$ cat src/rtl/mmu_acf_check.sv
module mmu_acf_check (
  input  logic        clk,
  input  logic        rst_n,
  input  logic        req_valid,
  input  logic [1:0]  acc_kind,
  input  logic [2:0]  acf,
  input  logic        len_fail,
  input  logic        instr_start,
  input  logic        sr_wr_en,
  input  logic [15:0] sr_wr_data,
  output logic        abort_o,
  output logic        trap_cond,
  output logic        set_a,
  output logic        set_w,
  output logic        trap_req,
  output logic [15:0] sr_q
);

  logic [2:0] flg_abt;
  logic       flg_trp;
  logic       te;
  logic       te_held;
  logic       trq_q;

  wire is_rd    = (acc_kind == 2'b00);
  wire is_wr    = ~is_rd;
  wire nonres   = (acf == 3'b000) | (acf == 3'b011) | (acf == 3'b111);
  wire ro_viol  = ((acf == 3'b001) | (acf == 3'b010)) & is_wr;
  wire tc_hit   = ((acf == 3'b001) & is_rd) | (acf == 3'b100) | ((acf == 3'b101) & is_wr);
  wire frozen   = |flg_abt;
  wire abt      = nonres | ro_viol | len_fail;
  wire ok       = req_valid & ~abt;
  wire te_eff   = te | te_held;

  assign abort_o   = req_valid & abt;
  assign trap_cond = ok & tc_hit;
  assign set_a     = ok & tc_hit;
  assign set_w     = ok & is_wr;
  assign trap_req  = trq_q;
  assign sr_q      = {flg_abt, flg_trp, 2'b00, te, 9'b0};

  wire unused_ok = ^{sr_wr_data[11:10], sr_wr_data[8:0]};

  always_ff @(posedge clk) begin
    if (!rst_n) begin
      flg_abt <= 3'b000;
      flg_trp <= 1'b0;
      te      <= 1'b0;
    end else if (sr_wr_en) begin
      flg_abt <= sr_wr_data[15:13];
      flg_trp <= sr_wr_data[12];
      te      <= sr_wr_data[9];
    end else if (req_valid && !frozen) begin
      flg_abt <= flg_abt | {nonres, len_fail, ro_viol};
      if (ok && tc_hit) flg_trp <= 1'b1;
    end
  end

  always_ff @(posedge clk) begin
    if (!rst_n) begin
      te_held <= 1'b0;
    end else if (sr_wr_en && te && !sr_wr_data[9]) begin
      te_held <= 1'b1;
    end else if (instr_start) begin
      te_held <= 1'b0;
    end
  end

  always_ff @(posedge clk) begin
    if (!rst_n) trq_q <= 1'b0;
    else        trq_q <= ok & tc_hit & te_eff;
  end


  frozen_hold_chk: assert property (@(posedge clk) disable iff (!rst_n)
    (|sr_q[15:13] && !sr_wr_en) |=> $stable(sr_q[15:12]));


  abort_keeps_trap_chk: assert property (@(posedge clk) disable iff (!rst_n)
    (abort_o && !sr_wr_en) |=> $stable(sr_q[12]));


  trap_req_src_chk: assert property (@(posedge clk) disable iff (!rst_n)
    trap_req |-> $past(trap_cond));


  open_page_chk: assert property (@(posedge clk) disable iff (!rst_n)
    (req_valid && acf == 3'b110 && !len_fail) |-> (!abort_o && !trap_cond));


  trap_rise_chk: assert property (@(posedge clk) disable iff (!rst_n)
    $rose(sr_q[12]) |-> $past(trap_cond || sr_wr_en));


  a_vs_abort_chk: assert property (@(posedge clk) disable iff (!rst_n)
    !(set_a && abort_o));

endmodule

$ cat config.mk
export PLATFORM = sky130hd
export DESIGN_NAME = mmu_acf_check
export DESIGN_NICKNAME = d
export VERILOG_FILES = /design/src/rtl/mmu_acf_check.sv
export SDC_FILE = /design/constraint.sdc
export NUM_CORES = 1
export LEC_CHECK = 0
export ABC_AREA = 1
export BUFFER_PORTS_ARGS = -buffer_cell sky130_fd_sc_hd__buf_2
export CAP_MARGIN = 40
export CORE_MARGIN = 3
export CORE_UTILIZATION = 38
export DETAILED_ROUTE_END_ITERATION = 16
export GPL_ROUTABILITY_DRIVEN = 1
export PLACE_DENSITY_LB_ADDON = 0.25
export SKIP_LAST_GASP = 1
export SYNTH_ARGS = -nofsm -noshare
export SYNTH_HDL_FRONTEND = slang
export SYNTH_SLANG_ARGS = --single-unit
$ cat constraint.sdc
create_clock -name clk -period 2.8 [get_ports clk]
set_clock_uncertainty 0.05 [all_clocks]
set_input_delay 0.42 -clock clk [delete_from_list [all_inputs] [get_ports clk]]
set_output_delay 0.42 -clock clk [all_outputs]
set_load 0.005 [all_outputs]
* Yosys cells after proc, flatten, opt, wreduce, memory -nomap -nowiden
Cells that the tools add are included.
Word-level totals: register bits 7, latch bits 0, RAM bits 0, memory bits (read-only) 0, bits of input ports 27, output and inout bits 21, word-level logic and storage cells 50, memories 0
Operators by class: $add $sub $neg 0, multipliers 0, divide/modulo/power cells 0, $lt $le $gt $ge 0, equal/unequal tests 6, shift-type cells 0, muxes and demuxes 7, bitwise logic cells 19, reductions and logical operators 13
Operator list (count):
- 3-bit equality test, second input constant | 3
- 1-bit bitwise AND | 8
- 1-bit bitwise OR | 8
- 3-bit by 2-bit equality test with 1-bit output, second input constant | 2
- 3-bit two-way mux | 2
- 2-bit nonzero test | 3
- 1-bit two-way mux | 5
- 1-bit logical AND | 4
- 3-bit by 1-bit equality test with 1-bit output, second input constant | 1
- 3-bit logical NOT | 1
- 3-bit bitwise OR | 1
- 3-bit OR reduction | 1
- 1-bit logical NOT | 2
- 2-bit logical NOT | 1
- 1-bit inverter | 2
- 2-bit AND reduction | 1

* Depth between registers and ports, before layout
Gate-level depths: netlist (run 1).
depth after elaboration 11, gate-level depth with buffers 11, gate-level depth less buffers 10

* Least setup slack after synthesis (run 1)
OpenSTA, ideal clock, no wires.
path type input to output, start point input port acf[1], end point output port trap_cond, arrival time 1.162 ns, data required time 2.330 ns, path slack 1.168 ns, stages 10, buffers on the path 1, cell sequence nor2_1 -> nor2_1 -> nand2_1 -> nand2_1 -> nor2_2 -> inv_2 -> nor2_2 -> nand2_1 -> inv_1 -> buf_4
On the way: cells in the longest elaborated chain, start to end 8, elaborated cells on any way between the ends 20, those cells by class 6 x eq/ne; 13 x bitwise; 1 x reduce/logical
Ends and longest elaborated chain:
- start: declaration | RTL line 6 | input logic [2:0] acf,
- 3-bit by 2-bit equality test with 1-bit output (tied with other cells) | RTL line 27 | wire nonres = (acf == 3'b000) | (acf == 3'b011) | (acf == 3'b111);
- 1-bit bitwise OR, on equally long branches | RTL line 27, 28
- 1-bit bitwise OR or 1-bit bitwise AND (tied branches) | RTL line 27, 28
- 1-bit bitwise OR (2 in series) | RTL line 31 | wire abt = nonres | ro_viol | len_fail;
- 1-bit inverter | RTL line 32 | wire ok = req_valid & ~abt;
- 1-bit bitwise AND | RTL line 32
- 1-bit bitwise AND *
- end: declaration | RTL line 12 | output logic trap_cond,
Mark *: on every way between the ends. The rest lies on a longest branch, timed or not.

* Worst setup path in the final report (run 1)
start point input port acf[0], end point output port trap_cond
On the way: cells in the longest elaborated chain, start to end 8, elaborated cells on any way between the ends 20, those cells by class 6 x eq/ne; 13 x bitwise; 1 x reduce/logical
Ends and longest elaborated chain:
- 3-bit by 2-bit equality test with 1-bit output (tied with other cells) | RTL line 27
- 1-bit bitwise OR, on equally long branches | RTL line 27, 28
- 1-bit bitwise OR or 1-bit bitwise AND (tied branches) | RTL line 27, 28
- 1-bit bitwise OR (2 in series) | RTL line 31
- 1-bit inverter | RTL line 32
- 1-bit bitwise AND | RTL line 32
- 1-bit bitwise AND * | RTL line 36 | assign trap_cond = ok & tc_hit;
Marks and branches as above.

==> results.yml, run 1 <==
synth:
  synth.most_common_cell: "buf_4"
  ys_ff_latch: 7
  ys.flop_type: "dfxtp_1"
  synth-edff-count: 0
  synth_common_cells: "buf_4, inv_1, nand2_1"
  syn_inst: 76
  ys_seq_area_frac: 0.2745
  synth.area.top_cells: "dfxtp_1, buf_4, inv_1"
  synthesis.area_sq_um: 510.5
  ys_warn_count: 0
  async_flop_share: 0
  avgSynthCellArea_sq_um: 6.717
  yosysTopAreaCellShare: 0.2745
  yosysUniqueCellTypes: 17
  synth_largest_area_cell: "dfxtp_1"
routing:
  vias: 496
  drt_iter0_markers: 8
  drt-total-wl_um: 971
  wl_per_cell_um: 8.443
  routed_via_density: 4.313
  ant_nets: 0
  drtPass1Iterations: 4
  drc: 0
cts:
  cts_tree: "done"
  cts_resized: 0
  cts.path.max_buffers: 2
  clock-sinks: 7
  cts-root-buf: "clkbuf_4"
  clkTransAtPathRegs_ns: 0.05
  hold_buffers: 0
  clk_latency_ns: 0.26
  cts_made_buffers: 3
  htreeDepth: 1
  cts_setup_buffers: 0
worst_setup_path:
  start_kind: "primary input"
  rrSetupSlack_ns: 1.79
  critPathKind: "in2out"
  r2r_cells: 5
  cp.arrival_ns: 1.37
  reg2reg_from: "flg_abt[0]"
  required_ns: 2.33
  path_max_fanout: 4
  rr_endpoint: "flg_trp"
  cp-end-kind: "output port"
finish:
  fill_cells: 120
  drive_above_1_share: 0.3564
  final_nets: 129
  utilization: 0.5158
  diodes: 0
  synthToLayoutAreaGrowth_pct: 19.85
floorplan:
  coreArea_sq_um: 1186
  io_pins: 48
  rows: 12
  initial_utilization: 0.4304
  die-area_sq_um: 1819
  die-width_um: 42.65
  die_y_um: 42.65
global_route:
  antenna_found_initial: 0
  grt_pass1_vias: 376
  grt_max_degree: 8
  grt_pass1_wl_mm: 1.469
  grt.total_usage: 0.1095
  grt_overflow: 0
place:
  place_congestion: 0.7161
  dpl.hpwl_um: 812.5
  io_buffers: 25
pwr:
  power_frac_seq: 0.422
  p_switching_uw: 75.32
  p_per_area_nw_per_um2: 423.7
  p_int_uw: 183.9
  clockPowerShare: 0.361
  swShare: 0.2905
  irDropWorstVdd_v: 0.0002977
  p_leak_nw: 0.3614
  p_comb_frac: 0.217
hold_path:
  hold_end: "te_held"
  holdPathStages: 4
  holdCritPathClass: "in2reg"
  hold_path.startpoint: "instr_start"
timing:
  slew_viol_final: 0
  fmax_mhz: 544.6
  setup-violations-final: 0
  grt_setup_unrepaired: "false"
  finalHoldViolCount: 0
  period_share: 0.6557
  setup_tns_ns: 0
  period_needed_ns: 1.836
status:
  outcome: "finished clean"
run:
  maxCapViolCount: 0
how the worst max path moves through the flow:
stage | startpoint | end
2_1_floorplan | acf[1] | trap_cond
3_3_place_gp | acf[0] | set_a
3_5_place_dp | acf[0] | trap_cond
4_1_cts | acf[0] | trap_cond
5_1_grt | acf[1] | set_a
6_report | acf[0] | trap_cond
cells in the final DEF (no fill, tap or decap), types with 2 or more instances in the layout:
cell type	count
dfxtp_1	7
nand3_1	3
buf_2	25
conb_1	11
inv_1	12
clkbuf_4	3
nor2_2	3
nor2_1	7
nor2_4	2
a211oi_1	2
nand2_1	9
a21oi_1	5
inv_2	2
o21ai_0	5
critical path, stage by stage:
cell,delay [ns]
buf_2,0.12
nand2_1,0.08
inv_2,0.04
a21oi_1,0.11
inv_1,0.07
nor2_2,0.15
inv_2,0.06
nor2_2,0.07
nand2_1,0.08
inv_1,0.07
buf_2,0.10
area by class of cell:
type                            count  area (sq um)  share of cell area
Clock buffer                        4         26.28             0.04294
Inverter                           14         52.55             0.08589
Multi-Input combinational cell     51         250.2              0.4090
Sequential cell                     7         140.1              0.2290
Tap cell                           14         17.52             0.02863
Timing Repair Buffer               25         125.1              0.2045
layer usage:
layer	track usage	vias up	routed length (um)
met5	0	-	0
li1	-	264	-
met1	0.1308	202	408
met4	0.03727	0	10
met2	0.1557	28	416
met3	0.07203	2	136
flip-flops by register name, summed over array words and instances (netlist names):
signal / count
flg_abt: 3
flg_trp: 1
te: 1
te_held: 1
trap_req: 1
kinds of logic after synthesis:
logic type | after synthesis | share of synthesized area
AO/OA/AOI/OAI | 13 | 0.1397
buffers and inverters | 28 | 0.3088
flip-flops | 7 | 0.2745
other | 1 | 0.007346
AND/OR/NAND/NOR | 27 | 0.2696
power groups by stage:
| stage | clock, mW | sequential, mW | combinational (mW) |
|---|---|---|---|
| floorplan | 0 | 0.112 | 0.0446 |
| global placement | 0 | 0.111 | 0.0553 |
| detailed placement | 0 | 0.111 | 0.0563 |
| CTS | 0.0955 | 0.109 | 0.0567 |
| global route | 0.103 | 0.110 | 0.0644 |
| finish | 0.0937 | 0.109 | 0.0563 |
per-stage QoR:
stage / power (mW) / setup slack (ns) / std cells / area, sq um / hold WS (ns)
after floorplan: 0.1562 / 1.168 / 86 / 548.0 / 0.3866
after global placement: 0.1667 / 0.9680 / 111 / 585.6 / 0.4071
after detailed placement: 0.1677 / 0.9396 / 111 / 585.6 / 0.4111
after CTS: 0.2614 / 0.9360 / 115 / 611.8 / 0.3589
after global routing: 0.2774 / 0.8232 / 115 / 611.8 / 0.3805
final: 0.2592 / 0.9640 / 115 / 611.8 / 0.3637
(Power assumes the default switching activity.)
==> run 2: changes to the inputs <==
CORE_UTILIZATION = 35   (was 38)
clock period = 1.82 ns   (was 2.8 ns; I/O delays follow)
==> run 2 against run 1 <==
Net effect: non-clock buffer count stayed put; die area is 7.4% higher; worst setup slack worse by 0.67 ns; critical path type unchanged; register-to-register slack worse by 1.0 ns.
==> results.yml, run 2 (synthesis gave the netlist of run 1 again) <==
cts:
  cts_tree: "done"
  clkTransAtPathRegs_ns: 0.06
  clock-sinks: 7
  hold_buffers: 0
  cts_made_buffers: 3
  cts_resized: 0
  clk_latency_ns: 0.25
  cts.path.max_buffers: 2
  cts_setup_buffers: 0
  cts-root-buf: "clkbuf_4"
  htreeDepth: 1
worst_setup_path:
  required_ns: 1.50
  cp-end-kind: "output port"
  rr_endpoint: "flg_trp"
  reg2reg_from: "flg_abt[0]"
  critPathSlowestCell: "nor2_2"
  worstPathCellList: "buf_2 > nand2_1 > inv_2 > a21oi_1 > inv_1 > nor2_2 > inv_2 > nor2_2 > nand2_1 > inv_1 > buf_2"
  start_kind: "primary input"
  critPathKind: "in2out"
  path_max_fanout: 4
  rrSetupSlack_ns: 0.79
  cp.arrival_ns: 1.21
  r2r_cells: 5
  cp_slowest_stage_delay_ns: 0.14
timing:
  period_share: 0.8404
  setup-violations-final: 0
  setup_tns_ns: 0
  slew_viol_final: 0
  grt_setup_unrepaired: "false"
  period_needed_ns: 1.529
  fmax_mhz: 653.8
  finalHoldViolCount: 0
floorplan:
  io_pins: 48
  initial_utilization: 0.3827
  rows: 13
  die-width_um: 44.19
  die-area_sq_um: 1953
  coreArea_sq_um: 1334
  die_y_um: 44.19
place:
  io_buffers: 25
  place_congestion: 0.6507
  dpl.hpwl_um: 835.1
  place_inst: 112
routing:
  drt-total-wl_um: 972
  drt_iter0_markers: 2
  drtPass1Iterations: 2
  ant_nets: 0
  vias: 477
  routed_via_density: 4.112
  wl_per_cell_um: 8.379
  drc: 0
pwr:
  irDropWorstVdd_v: 0.0002763
  p_per_area_nw_per_um2: 651.1
  p_leak_nw: 0.3614
finish:
  regMostFlops: "flg_abt"
  final_nets: 129
  drive_above_1_share: 0.3564
  fill_cells: 157
  utilization: 0.4597
  final_cell_mix: "buf_2, inv_1, conb_1"
  final_cell_count_no_fill: 116
  largest_register_ffs: 3
  diodes: 0
  mostFrequentLayoutCell: "buf_2"
  synthToLayoutAreaGrowth_pct: 20.10
global_route:
  grt_pass1_wl_mm: 1.511
  grt_max_degree: 8
  grt.total_usage: 0.1078
  grt_pass1_vias: 372
  antenna_found_initial: 0
  grt_overflow: 0
hold_path:
  holdPathStages: 4
  hold_path.startpoint: "instr_start"
  holdCritPathClass: "in2reg"
  hold_end: "te_held"
status:
  outcome: "finished clean"
run:
  maxCapViolCount: 0
run 2: cell counts in the layout (fill, tap and decap cells not counted):
Identical to the previous run, type by type.
run 2: how the worst max path moves through the flow:
stage	start	end	depth (start not counted)
after global routing	acf[1]	set_a	11
final	acf[0]	trap_cond	11
after global placement	acf[0]	set_a	11
after detailed placement	acf[1]	trap_cond	11
after CTS	acf[0]	trap_cond	11
after floorplan	acf[1]	trap_cond	10
run 2: routing by layer:
metal	routed length, um	GRT usage
met4	0	0.05422
met2	448	0.1599
met3	102	0.04878
met1	420	0.1305
met5	0	0
run 2: worst max-delay path, delay by kind of cell:
kind,cells,cell delay (ns)
AND/OR/NAND/NOR,4,0.37
AO/OA/AOI/OAI,1,0.11
buffers and inverters,6,0.46
run 2: per-stage QoR:
step,hold WS (ns),setup slack (ns),instance area [sq um],total power [mW]
after global placement,0.4016,0.2960,586.8,0.2572
after detailed placement,0.4072,0.2828,586.8,0.2581
after CTS,0.2233,0.2812,613.1,0.4001
after floorplan,0.3211,0.4817,548.0,0.2403
after global routing,0.2260,0.1123,613.1,0.4343
final,0.2180,0.2905,613.1,0.3992
run 2: report_power, final:
part / total, mW / internal, mW / switching [mW]
Combinational: 0.0861 / 0.0366 / 0.0495
Sequential: 0.168 / 0.162 / 0.00601
Clock: 0.145 / 0.0839 / 0.0609
run 2: cell type report:
class	instances	area, sq um	share of cell area
Multi-Input combinational cell	51	250.2	0.4082
Sequential cell	7	140.1	0.2286
Timing Repair Buffer	25	125.1	0.2041
Inverter	14	52.55	0.08571
Clock buffer	4	26.28	0.04286
Tap cell	15	18.77	0.03061
